[src/rtl/page_dma_pkg.sv]
package page_dma_pkg;
  typedef enum logic [1:0] {
    ST_GET   = 2'd0,
    ST_FILL  = 2'd1,
    ST_CLOSE = 2'd2
  } fill_state_e;
endpackage

[src/rtl/pdm_fifo.sv]
module pdm_fifo #(
  parameter int W     = 32,
  parameter int DEPTH = 16,
  localparam int PTR_W = (DEPTH > 1) ? $clog2(DEPTH) : 1,
  localparam int CNT_W = $clog2(DEPTH + 1)
) (
  input  logic             clk_i,
  input  logic             rst_ni,
  input  logic             push_i,
  input  logic [W-1:0]     data_i,
  input  logic             pop_i,
  output logic [W-1:0]     data_o,
  output logic             empty_o,
  output logic             full_o,
  output logic [CNT_W-1:0] count_o
);
  logic [W-1:0]     mem_q [DEPTH];
  logic [PTR_W-1:0] wr_q, rd_q;
  logic [CNT_W-1:0] cnt_q;
  logic             do_push, do_pop;

  assign full_o  = (cnt_q == CNT_W'(DEPTH));
  assign empty_o = (cnt_q == '0);
  assign count_o = cnt_q;
  assign do_push = push_i && !full_o;
  assign do_pop  = pop_i && !empty_o;
  assign data_o  = mem_q[rd_q];

  function automatic logic [PTR_W-1:0] nxt(input logic [PTR_W-1:0] p);
    return (p == PTR_W'(DEPTH - 1)) ? '0 : p + PTR_W'(1);
  endfunction

  always_ff @(posedge clk_i) begin
    if (do_push) mem_q[wr_q] <= data_i;
  end

  always_ff @(posedge clk_i or negedge rst_ni) begin
    if (!rst_ni) begin
      wr_q  <= '0;
      rd_q  <= '0;
      cnt_q <= '0;
    end else begin
      if (do_push) wr_q <= nxt(wr_q);
      if (do_pop)  rd_q <= nxt(rd_q);
      case ({do_push, do_pop})
        2'b10:   cnt_q <= cnt_q + CNT_W'(1);
        2'b01:   cnt_q <= cnt_q - CNT_W'(1);
        default: cnt_q <= cnt_q;
      endcase
    end
  end
endmodule

[src/rtl/pdm_burst_gen.sv]
module pdm_burst_gen #(
  parameter int PAGE_WORDS = 1024,
  parameter int BURST_MAX  = 16,
  localparam int CNT_W  = $clog2(PAGE_WORDS + 1),
  localparam int BCNT_W = (BURST_MAX > 1) ? $clog2(BURST_MAX) : 1,
  localparam int OFF_W  = CNT_W + 2
) (
  input  logic             clk_i,
  input  logic             rst_ni,
  input  logic             clear_i,
  input  logic             beat_i,
  input  logic             eoe_i,
  output logic [CNT_W-1:0] wcnt_o,
  output logic             first_o,
  output logic             last_o,
  output logic             page_end_o,
  output logic [OFF_W-1:0] off_o
);
  logic [CNT_W-1:0]  wcnt_q, bstart_q;
  logic [BCNT_W-1:0] bcnt_q;
  logic              burst_end;

  assign burst_end  = (bcnt_q == BCNT_W'(BURST_MAX - 1));
  assign page_end_o = (wcnt_q == CNT_W'(PAGE_WORDS - 1));
  assign first_o    = (bcnt_q == '0);
  assign last_o     = burst_end || page_end_o || eoe_i;
  assign wcnt_o     = wcnt_q;
  assign off_o      = {bstart_q, 2'b00};

  always_ff @(posedge clk_i or negedge rst_ni) begin
    if (!rst_ni) begin
      wcnt_q   <= '0;
      bcnt_q   <= '0;
      bstart_q <= '0;
    end else if (clear_i) begin
      wcnt_q   <= '0;
      bcnt_q   <= '0;
      bstart_q <= '0;
    end else if (beat_i) begin
      wcnt_q <= wcnt_q + CNT_W'(1);
      if (last_o) begin
        bcnt_q   <= '0;
        bstart_q <= wcnt_q + CNT_W'(1);
      end else begin
        bcnt_q <= bcnt_q + BCNT_W'(1);
      end
    end
  end
endmodule

[src/rtl/pdm_fill_ctrl.sv]
module pdm_fill_ctrl
  import page_dma_pkg::*;
#(
  parameter int ADDR_W = 32,
  parameter int CNT_W  = 11,
  localparam int STS_W = CNT_W + 2
) (
  input  logic              clk_i,
  input  logic              rst_ni,
  input  logic              free_empty_i,
  input  logic [ADDR_W-1:0] free_addr_i,
  output logic              free_pop_o,
  input  logic              rdy_full_i,
  output logic              rdy_push_o,
  output logic [ADDR_W-1:0] base_o,
  output logic [STS_W-1:0]  status_o,
  input  logic              in_valid_i,
  input  logic              in_eoe_i,
  input  logic              in_err_i,
  output logic              in_ready_o,
  input  logic              mem_wready_i,
  output logic              mem_wvalid_o,
  output logic              beat_o,
  output logic              clear_o,
  input  logic              page_end_i,
  input  logic [CNT_W-1:0]  wcnt_i
);
  fill_state_e       st_q, st_d;
  logic [ADDR_W-1:0] base_q;
  logic [CNT_W-1:0]  cnt_q;
  logic              eoe_q, err_q, closing;

  assign in_ready_o   = (st_q == ST_FILL) && mem_wready_i;
  assign mem_wvalid_o = (st_q == ST_FILL) && in_valid_i;
  assign beat_o       = in_ready_o && in_valid_i;
  assign free_pop_o   = (st_q == ST_GET) && !free_empty_i;
  assign clear_o      = free_pop_o;
  assign rdy_push_o   = (st_q == ST_CLOSE) && !rdy_full_i;
  assign closing      = beat_o && (page_end_i || in_eoe_i);
  assign base_o       = base_q;
  assign status_o     = {err_q, eoe_q, cnt_q};

  always_comb begin
    st_d = st_q;
    unique case (st_q)
      ST_GET:   if (free_pop_o) st_d = ST_FILL;
      ST_FILL:  if (closing)    st_d = ST_CLOSE;
      ST_CLOSE: if (rdy_push_o) st_d = ST_GET;
      default:                  st_d = ST_GET;
    endcase
  end

  always_ff @(posedge clk_i or negedge rst_ni) begin
    if (!rst_ni) begin
      st_q   <= ST_GET;
      base_q <= '0;
      cnt_q  <= '0;
      eoe_q  <= 1'b0;
      err_q  <= 1'b0;
    end else begin
      st_q <= st_d;
      if (free_pop_o) base_q <= free_addr_i;
      if (closing) begin
        cnt_q <= wcnt_i + CNT_W'(1);
        eoe_q <= in_eoe_i;
        err_q <= in_eoe_i && in_err_i;
      end
    end
  end
endmodule

[src/rtl/page_dma_engine.sv]
module page_dma_engine #(
  parameter int ADDR_W     = 32,
  parameter int DATA_W     = 32,
  parameter int PAGE_WORDS = 1024,
  parameter int BURST_MAX  = 16,
  parameter int FIFO_DEPTH = 16,
  localparam int CNT_W  = $clog2(PAGE_WORDS + 1),
  localparam int STS_W  = CNT_W + 2,
  localparam int OFF_W  = CNT_W + 2,
  localparam int FCNT_W = $clog2(FIFO_DEPTH + 1)
) (
  input  logic              clk_i,
  input  logic              rst_ni,
  input  logic              free_push_i,
  input  logic [ADDR_W-1:0] free_addr_i,
  output logic              free_full_o,
  output logic [FCNT_W-1:0] free_count_o,
  input  logic              rdy_pop_i,
  output logic              rdy_empty_o,
  output logic [ADDR_W-1:0] rdy_addr_o,
  output logic [STS_W-1:0]  rdy_status_o,
  output logic [FCNT_W-1:0] rdy_count_o,
  input  logic              in_valid_i,
  input  logic [DATA_W-1:0] in_data_i,
  input  logic              in_eoe_i,
  input  logic              in_err_i,
  output logic              in_ready_o,
  output logic              mem_wvalid_o,
  input  logic              mem_wready_i,
  output logic [ADDR_W-1:0] mem_waddr_o,
  output logic [DATA_W-1:0] mem_wdata_o,
  output logic              mem_wfirst_o,
  output logic              mem_wlast_o
);
  logic              free_empty, free_pop;
  logic [ADDR_W-1:0] free_head;
  logic              rdy_full, rdy_push;
  logic [ADDR_W-1:0] page_base;
  logic [STS_W-1:0]  page_status;
  logic              beat, clear, page_end, first, last;
  logic [CNT_W-1:0]  wcnt;
  logic [OFF_W-1:0]  off;

  pdm_fifo #(.W(ADDR_W), .DEPTH(FIFO_DEPTH)) i_free_fifo (
    .clk_i   (clk_i),
    .rst_ni  (rst_ni),
    .push_i  (free_push_i),
    .data_i  (free_addr_i),
    .pop_i   (free_pop),
    .data_o  (free_head),
    .empty_o (free_empty),
    .full_o  (free_full_o),
    .count_o (free_count_o)
  );

  pdm_fifo #(.W(ADDR_W + STS_W), .DEPTH(FIFO_DEPTH)) i_rdy_fifo (
    .clk_i   (clk_i),
    .rst_ni  (rst_ni),
    .push_i  (rdy_push),
    .data_i  ({page_base, page_status}),
    .pop_i   (rdy_pop_i),
    .data_o  ({rdy_addr_o, rdy_status_o}),
    .empty_o (rdy_empty_o),
    .full_o  (rdy_full),
    .count_o (rdy_count_o)
  );

  pdm_fill_ctrl #(.ADDR_W(ADDR_W), .CNT_W(CNT_W)) i_fill_ctrl (
    .clk_i        (clk_i),
    .rst_ni       (rst_ni),
    .free_empty_i (free_empty),
    .free_addr_i  (free_head),
    .free_pop_o   (free_pop),
    .rdy_full_i   (rdy_full),
    .rdy_push_o   (rdy_push),
    .base_o       (page_base),
    .status_o     (page_status),
    .in_valid_i   (in_valid_i),
    .in_eoe_i     (in_eoe_i),
    .in_err_i     (in_err_i),
    .in_ready_o   (in_ready_o),
    .mem_wready_i (mem_wready_i),
    .mem_wvalid_o (mem_wvalid_o),
    .beat_o       (beat),
    .clear_o      (clear),
    .page_end_i   (page_end),
    .wcnt_i       (wcnt)
  );

  pdm_burst_gen #(.PAGE_WORDS(PAGE_WORDS), .BURST_MAX(BURST_MAX)) i_burst_gen (
    .clk_i      (clk_i),
    .rst_ni     (rst_ni),
    .clear_i    (clear),
    .beat_i     (beat),
    .eoe_i      (in_eoe_i),
    .wcnt_o     (wcnt),
    .first_o    (first),
    .last_o     (last),
    .page_end_o (page_end),
    .off_o      (off)
  );

  assign mem_waddr_o  = page_base + ADDR_W'(off);
  assign mem_wdata_o  = in_data_i;
  assign mem_wfirst_o = mem_wvalid_o && first;
  assign mem_wlast_o  = mem_wvalid_o && last;
endmodule

[config.mk]
export PLATFORM = sky130hd
export DESIGN_NAME = page_dma_engine
export DESIGN_NICKNAME = d
export VERILOG_FILES = /design/src/rtl/page_dma_pkg.sv /design/src/rtl/pdm_fifo.sv /design/src/rtl/pdm_burst_gen.sv /design/src/rtl/pdm_fill_ctrl.sv /design/src/rtl/page_dma_engine.sv
export SDC_FILE = /design/constraint.sdc
export NUM_CORES = 1
export LEC_CHECK = 0
export CORE_MARGIN = 2
export CORE_UTILIZATION = 60
export DETAILED_ROUTE_END_ITERATION = 10
export DONT_BUFFER_PORTS = 1
export PLACE_DENSITY = 0.76
export SLEW_MARGIN = 20
export SYNTH_ARGS = -nofsm -noshare
export SYNTH_HDL_FRONTEND = slang
export SYNTH_SLANG_ARGS = --single-unit
[constraint.sdc]
create_clock -name clk_i -period 8.7 [get_ports clk_i]
set_input_delay 1.74 -clock clk_i [delete_from_list [all_inputs] [get_ports clk_i]]
set_output_delay 1.74 -clock clk_i [all_outputs]
set_load 0.05 [all_outputs]
# After elaboration in Yosys (flattened, before gate mapping)
# Memory sizes are Yosys's and may differ from the RTL's. A register that Yosys moved wholly into a read port is not among the register bits.
# Index checks and enable logic that the tools add are counted.
[totals] memories=2 mem_bits_rw=1232 output_inout_bits=125 reg_bits=67 input_bits=72 latchBits=0 romBits=0
[memory_table] memory="i_rdy_fifo.mem_q" depth=16 word_bits=45 read_ports=1 rd_clocked_by_memory_dff=0 write_ports=1 line_no="pdm_fifo.sv:17" source="logic [W-1:0] mem_q [DEPTH];"
[memory_table] memory="i_free_fifo.mem_q" depth=16 word_bits=32 read_ports=1 rd_clocked_by_memory_dff=1 write_ports=1 line_no="pdm_fifo.sv:17"
[op_classes] reduce_logical=31 muxes=22 n_shift=0 addsub=11 div=0 n_mul=0 n_eq_ne=17 order_cmp=0 bitwise_logic=0
[op_table] op="11-bit 2-to-1 mux" count=5
[op_table] op="32-bit by 13-bit adder with 32-bit output" count=1
[op_table] op="4-bit 2-to-1 mux" count=7
[op_table] op="4-bit by 1-bit adder with 4-bit output, second input constant" count=5
[op_table] op="4-bit == test, second input constant" count=5
[op_table] op="5-bit case mux with 2 select lines" count=2
[op_table] op="1-bit logical AND" count=13
[op_table] op="11-bit by 1-bit adder with 11-bit output, second input constant" count=1
[op_table] op="11-bit by 10-bit == test with 1-bit output, second input constant" count=1
[op_table] op="5-bit by 1-bit adder with 5-bit output, second input constant" count=2
[op_table] op="5-bit == test, second input constant" count=2
[op_table] op="5-bit logical NOT" count=2
[op_table] op="5-bit by 1-bit subtractor with 5-bit output, second input constant" count=2
[op_table] op="2-bit nonzero test" count=4
[op_table] op="2-bit by 1-bit == test with 1-bit output, second input constant" count=3
[op_table] op="2-bit == test, second input constant" count=3
[op_table] op="2-bit 2-to-1 mux" count=3
[op_table] op="2-bit case mux with 3 select lines" count=1
[op_table] op="1-bit logical NOT" count=5
[op_table] op="4-bit logical NOT" count=1
[op_table] op="1-bit 2-to-1 mux" count=4
[op_table] op="2-bit != test, second input constant" count=2
[op_table] op="1-bit logical OR" count=3
[op_table] op="3-bit AND reduction" count=1
[op_table] op="3 further kinds" count=3

# Longest topological paths before layout
[depth] ltp_word=6 depth_mapped=14 ltp_nobuf=13

# By module
# Synthesis repeated with hierarchy kept, for this count alone.
[hier_totals] hier_cells=2668 area_unflattened_um2=53303.6
[by_module_without_submodules] module="pdm_fifo at i_rdy_fifo" cells_per_inst=1296 seq_area_each_um2=21946.0 area_each_um2=28372.2 n_inst=1
[by_module_without_submodules] module="pdm_fifo at i_free_fifo" cells_per_inst=890 seq_area_each_um2=15700.1 area_each_um2=19982.9 n_inst=1
[by_module_without_submodules] module="pdm_fill_ctrl" cells_per_inst=148 seq_area_each_um2=1176.1 area_each_um2=2023.2 n_inst=1
[by_module_without_submodules] module="pdm_burst_gen" cells_per_inst=150 seq_area_each_um2=650.6 area_each_um2=1549.0 n_inst=1
[by_module_without_submodules] module="page_dma_engine" cells_per_inst=184 seq_area_each_um2=0.0 area_each_um2=1376.3 n_inst=1

# Worst setup path after synthesis
# Ideal clock, no wire load.
[synth_path] path_kind="input -> output" startpoint="input port in_valid_i" endpoint="output port mem_wfirst_o" stages=2 t_arrival_ps=3505 path_slack_ps=3455 path_buffers=0 path_cell_list="nand3b_1 > nor4b_1"
[synth_via] elab_chain_len=2
[synth_rtl] element="start: declaration" line_no="page_dma_engine.sv:23" source="input logic in_valid_i,"
[synth_rtl] element="1-bit logical AND" line_no="pdm_fill_ctrl.sv:34" source="assign mem_wvalid_o = (st_q == ST_FILL) && in_valid_i;"
[synth_rtl] element="1-bit logical AND" line_no="page_dma_engine.sv:105" source="assign mem_wfirst_o = mem_wvalid_o && first;"
[synth_rtl] element="end: declaration" line_no="page_dma_engine.sv:32" source="output logic mem_wfirst_o,"
# Every way passes these cells.

# Final worst setup path
[layout_path] startpoint="register i_fill_ctrl.base_q[2] (netlist: i_fill_ctrl.base_o[2]) (read register of i_free_fifo.mem_q)" endpoint="output port mem_waddr_o[26]"
[layout_via] elab_chain_len=1
[layout_rtl] element="start: declaration" line_no="pdm_fill_ctrl.sv:29" source="logic [ADDR_W-1:0] base_q;"
[layout_rtl] element="32-bit by 13-bit adder with 32-bit output" line_no="page_dma_engine.sv:103" source="assign mem_waddr_o = page_base + ADDR_W'(off);"
[layout_rtl] element="end: declaration" line_no="page_dma_engine.sv:30" source="output logic [ADDR_W-1:0] mem_waddr_o,"
# Every way passes these cells.

==> metrics.md <==
| Metric | Value |
|---|---|
| #FFs+latches synth | `approximately 1300` |
| Busiest layer in global routing | `met2` |
| Post-synth EDFFs | `1232` |
| Number of fill cells | `~5300` |
| Total CTS buffers | `about 120` |
| Clock slew at the register clock pins of the worst setup and hold paths | `0.06 ns` |
| Chip Width | `approximately 300 µm` |
| Synth Cell Area | `around 52000 µm²` |
| DRT iter0 DRCs | `3024` |
| Total grt overflow | `0` |
| CTS tree | `built` |
| Pwr dens | `341.7 nW/µm²` |
| Post-synth ARST share | `about 7.4%` |
| Core area | `slightly below 90000 µm²` |
| Crit end category | `primary output` |
| Worst reg2reg setup slack | `between 4 and 5 ns` |
| Met3 Track Usage GR | `5.045%` |
| Crit path to | `mem_waddr_o[26]` |
| Reg2reg start | `i_rdy_fifo.count_o[0]$_DFFE_PN0P_` |
| CTS Hold Bufs | `0` |
| Sequential cell area | `~40000 µm²` |
| CTS H-tree lvls | `3` |
| Netlist cell types | `55` |
| Port bufs | `0` |
| CP max-delay cell | `xor2_1` |
| Vias post-DR | `between 20000 and 30000` |
| DRC | `0` |
| Outcome | `completed` |
| I/O pin cnt | `approximately 200` |
| CTS Buffer Depth | `3` |
| Rel. slew slack | `between 20% and 30%` |
| Path category of the worst min-delay check | `flip-flop to flip-flop` |
| Synth Flop Type | `edfxtp_1` |
| Setup crit start kind | `flip-flop` |
| Layout cells sized above 1 | `between 20% and 30%` |
| Detail Route Antenna Nets | `0` |
| Clk root buf | `clkbuf_16` |
| CP peak stage delay | `just over 0.8 ns` |
| Met2 Track Usage GR | `approximately 46%` |
| Worst Clk Skew | `0.09395 ns` |
| Post-DP HPWL | `~65000 µm` |
| Vias in the first global route | `about 27000` |
| Antenna violations before repair | `0` |
| Nets | `roughly 2900` |
| RD Place Congestion | `between 0.8 and 0.9` |
| Clk Latency, worst-skew pair | `around 0.75 ns` |
| Die area | `about 90000 µm²` |
| Pre-CTS setup slack | `3.506 ns` |
| Multi-input gate area | `about 12000 µm²` |
| Global-route wire length before repair | `179900 µm` |
| CP startpoint | `i_fill_ctrl.base_o[2]$_DFFE_PN0N_` |
| Routed wire length | `about 120000 µm` |
| Area Growth Syn to Fin | `10.84%` |
| Die height | `about 300 µm` |
| Clock Sinks | `1331` |
| Syn avg cell area | `19.23 µm²` |
| Max-cap violations | `0` |
| Drt wl/cell | `between 30 and 40 µm` |
| Ant diodes | `0` |
| Syn. warnings | `0` |
| Critical Path RT | `6.96 ns` |
| Effective utilization at floorplan | `60.53%` |
| TritonRoute pass-1 iters | `5` |
| Setup TNS | `0 ns` |
| Crit-path cells | `ha_1, inv_1, fa_1, nor2b_1, o2111ai_1, a211oi_1, nor2_1, nor4_1, xor2_1` |
| Row Count | `roughly 110` |
| GR Util All Layers | `between 20% and 30%` |
| CP Class | `flip-flop to primary output` |
| Crit-path max FO | `18` |
| Final min period | `roughly 6 ns` |
| Unrepaired setup endpoints after global routing | `false` |
| Slew Limit Fails | `0` |
| Fin crit share | `68.94%` |
| Met1 usage | `a little under two fifths` |
| Reg2reg path depth | `10` |
| Measured slew at the worst slew-check pin | `between 1 and 1.5 ns` |
| Peak VDD IR | `between 300 and 400 µV` |
| Resized Gates After CTS | `0` |
| Largest net degree at the start of global routing | `roughly 140` |
| Final Hold Viols | `0` |
| Fmax | `about 170 MHz` |
| Seq/Total Area, Yosys | `~75%` |
| Post CTS Setup Buffer Count | `0` |
| Final setup vio count | `0` |
| RR Endpoint | `i_rdy_fifo.count_o[4]$_DFFE_PN0P_` |
| Gate Count Post-Synth | `~2700` |
| CP arrival | `between 4 and 5 ns` |
| Final WS setup | `approximately 2.7 ns` |
| Leakage | `19.41 nW` |
| Via density | `roughly 6.6` |
| Syn_nets | `~2800` |
[placed cells by master, fill, tap and decap left out, drive strengths merged, types with 24 or more instances in the layout]
master / count
nor2: 44
nand3: 30
a21oi: 65
buf: 74
mux2: 48
clkbuf: 145
a22oi: 45
xor2: 30
mux4: 250
clkinv: 57
mux2i: 136
dfrtp: 99
o21ai: 145
edfxtp: 1232
ha: 32
inv: 24
a221oi: 45
nand2: 213
[Yosys cell counts, types with 2 or more instances]
library cell  instances  area share (%)
edfxtp_1           1232              71
mux4_2              250              11
nand2_1             213             1.5
mux2i_1             136             2.6
o21ai_0             128             1.2
dfrtp_1              99             4.7
clkbuf_1             84            0.60
a21oi_1              64            0.61
mux2_2               46            0.99
a221oi_1             45            0.75
a22oi_1              45            0.64
nor2_1               44            0.32
buf_2                40            0.38
buf_4                35            0.50
ha_1                 32            0.76
nand3_1              30            0.29
xor2_1               30            0.50
inv_1                22            0.16
xnor2_1              21            0.35
o21ai_1              17            0.16
a21o_1               12            0.17
nor3_1               12            0.11
nor4_1               10            0.12
buf_6                 9            0.19
buf_1                 7           0.050
nand2b_1              7           0.084
nand4_1               7           0.084
a31oi_1               4           0.048
nor2b_1               4           0.048
and2_1                3           0.036
and3_1                3           0.036
and4_1                3           0.050
fa_1                  3            0.11
o21a_1                3           0.043
o31ai_1               3           0.043
a32o_1                2           0.038
mux2_1                2           0.043
nor4b_1               2           0.033
o41ai_1               2           0.033
[worst max-delay path, delay by kind of cell, from the launching register on]
family	cells	cell delay, ns
compound gates	2	0.48
xor+xnor	1	0.83
fa+ha+maj	2	0.66
buf+inv	1	0.07
flops	1	0.63
simple gates	3	0.82
[through the flow]
step / hold slack [ns] / cell area, µm² / total power (W) / utilization, % / cells
detailed placement: 0.4981 / 53810 / 0.01434 / 62.12 / 3779
finish: 0.5238 / 58110 / 0.01985 / 67.09 / 4010
global route: 0.5566 / 58110 / 0.02054 / 67.09 / 4010
floorplan: 0.4614 / 52430 / 0.01278 / - / 2727
CTS: 0.5197 / 58080 / 0.01994 / 67.06 / 4009
global placement: 0.4987 / 53810 / 0.01416 / 62.12 / 3779
[final cells by class]
cell class	instances	area share (%)
Clock buffer	145	5.503
Clock inverter	85	1.852
Inverter	23	0.1486
Multi-Input combinational cell	1197	20.99
Sequential cell	1331	67.96
Tap cell	1155	2.487
Timing Repair Buffer	74	1.055
[metal layers]
layer	share of wire [%]	up-vias
li1	-	10989
met1	36	13868
met2	51	1442
met3	9.5	278
met4	3.6	0
met5	0	-
[state kept, by name, summed over array words and instances (netlist names), 2 cells and up]
name,count
i_fill_ctrl.base_o,32
i_free_fifo.rd_q,4
i_burst_gen.bcnt_q,4
i_rdy_fifo.mem_q,720
i_free_fifo.mem_q,512
i_rdy_fifo.rd_q,4
i_rdy_fifo.wr_q,4
i_fill_ctrl.st_q,2
i_rdy_fifo.count_o,5
i_burst_gen.bstart_q,11
i_fill_ctrl.cnt_q,11
i_free_fifo.wr_q,4
i_burst_gen.wcnt_o,11
i_free_fifo.count_o,5
[power by group]
part	internal [W]	switching [W]
registers	0.00774	0.000874
logic	0.00200	0.00364
clock network	0.00323	0.00237
[worst min-delay path by stage]
stage | from | slack, ns | cells past startpoint | end
finish | i_fill_ctrl.st_q[1]$_DFFE_PN0P_ | 0.52 | 1 | i_fill_ctrl.st_q[0]$_DFFE_PN0P_
global route | i_fill_ctrl.st_q[1]$_DFFE_PN0P_ | 0.56 | 1 | i_fill_ctrl.st_q[0]$_DFFE_PN0P_
CTS | i_fill_ctrl.st_q[1]$_DFFE_PN0P_ | 0.52 | 1 | i_fill_ctrl.st_q[0]$_DFFE_PN0P_
detailed placement | i_fill_ctrl.st_q[1]$_DFFE_PN0P_ | 0.50 | 1 | i_fill_ctrl.st_q[0]$_DFFE_PN0P_
global placement | i_fill_ctrl.st_q[1]$_DFFE_PN0P_ | 0.50 | 1 | i_fill_ctrl.st_q[0]$_DFFE_PN0P_
floorplan | i_fill_ctrl.st_q[1]$_DFFE_PN0P_ | 0.46 | 1 | i_fill_ctrl.st_q[0]$_DFFE_PN0P_
[cells by family (layout without fill, tap and decap cells)]
family / after synthesis / after routing / synth area share [%]
adder cells (fa/ha/maj): 35 / 35 / 0.8782
buffers and inverters: 199 / 327 / 1.902
multiplexers: 434 / 434 / 14.37
AND/OR/NAND/NOR: 344 / 344 / 2.818
XOR/XNOR: 51 / 51 / 0.8520
AO/OA/AOI/OAI: 333 / 333 / 3.897
flip-flops: 1331 / 1331 / 75.29
Power figures use the tool's default switching activity.
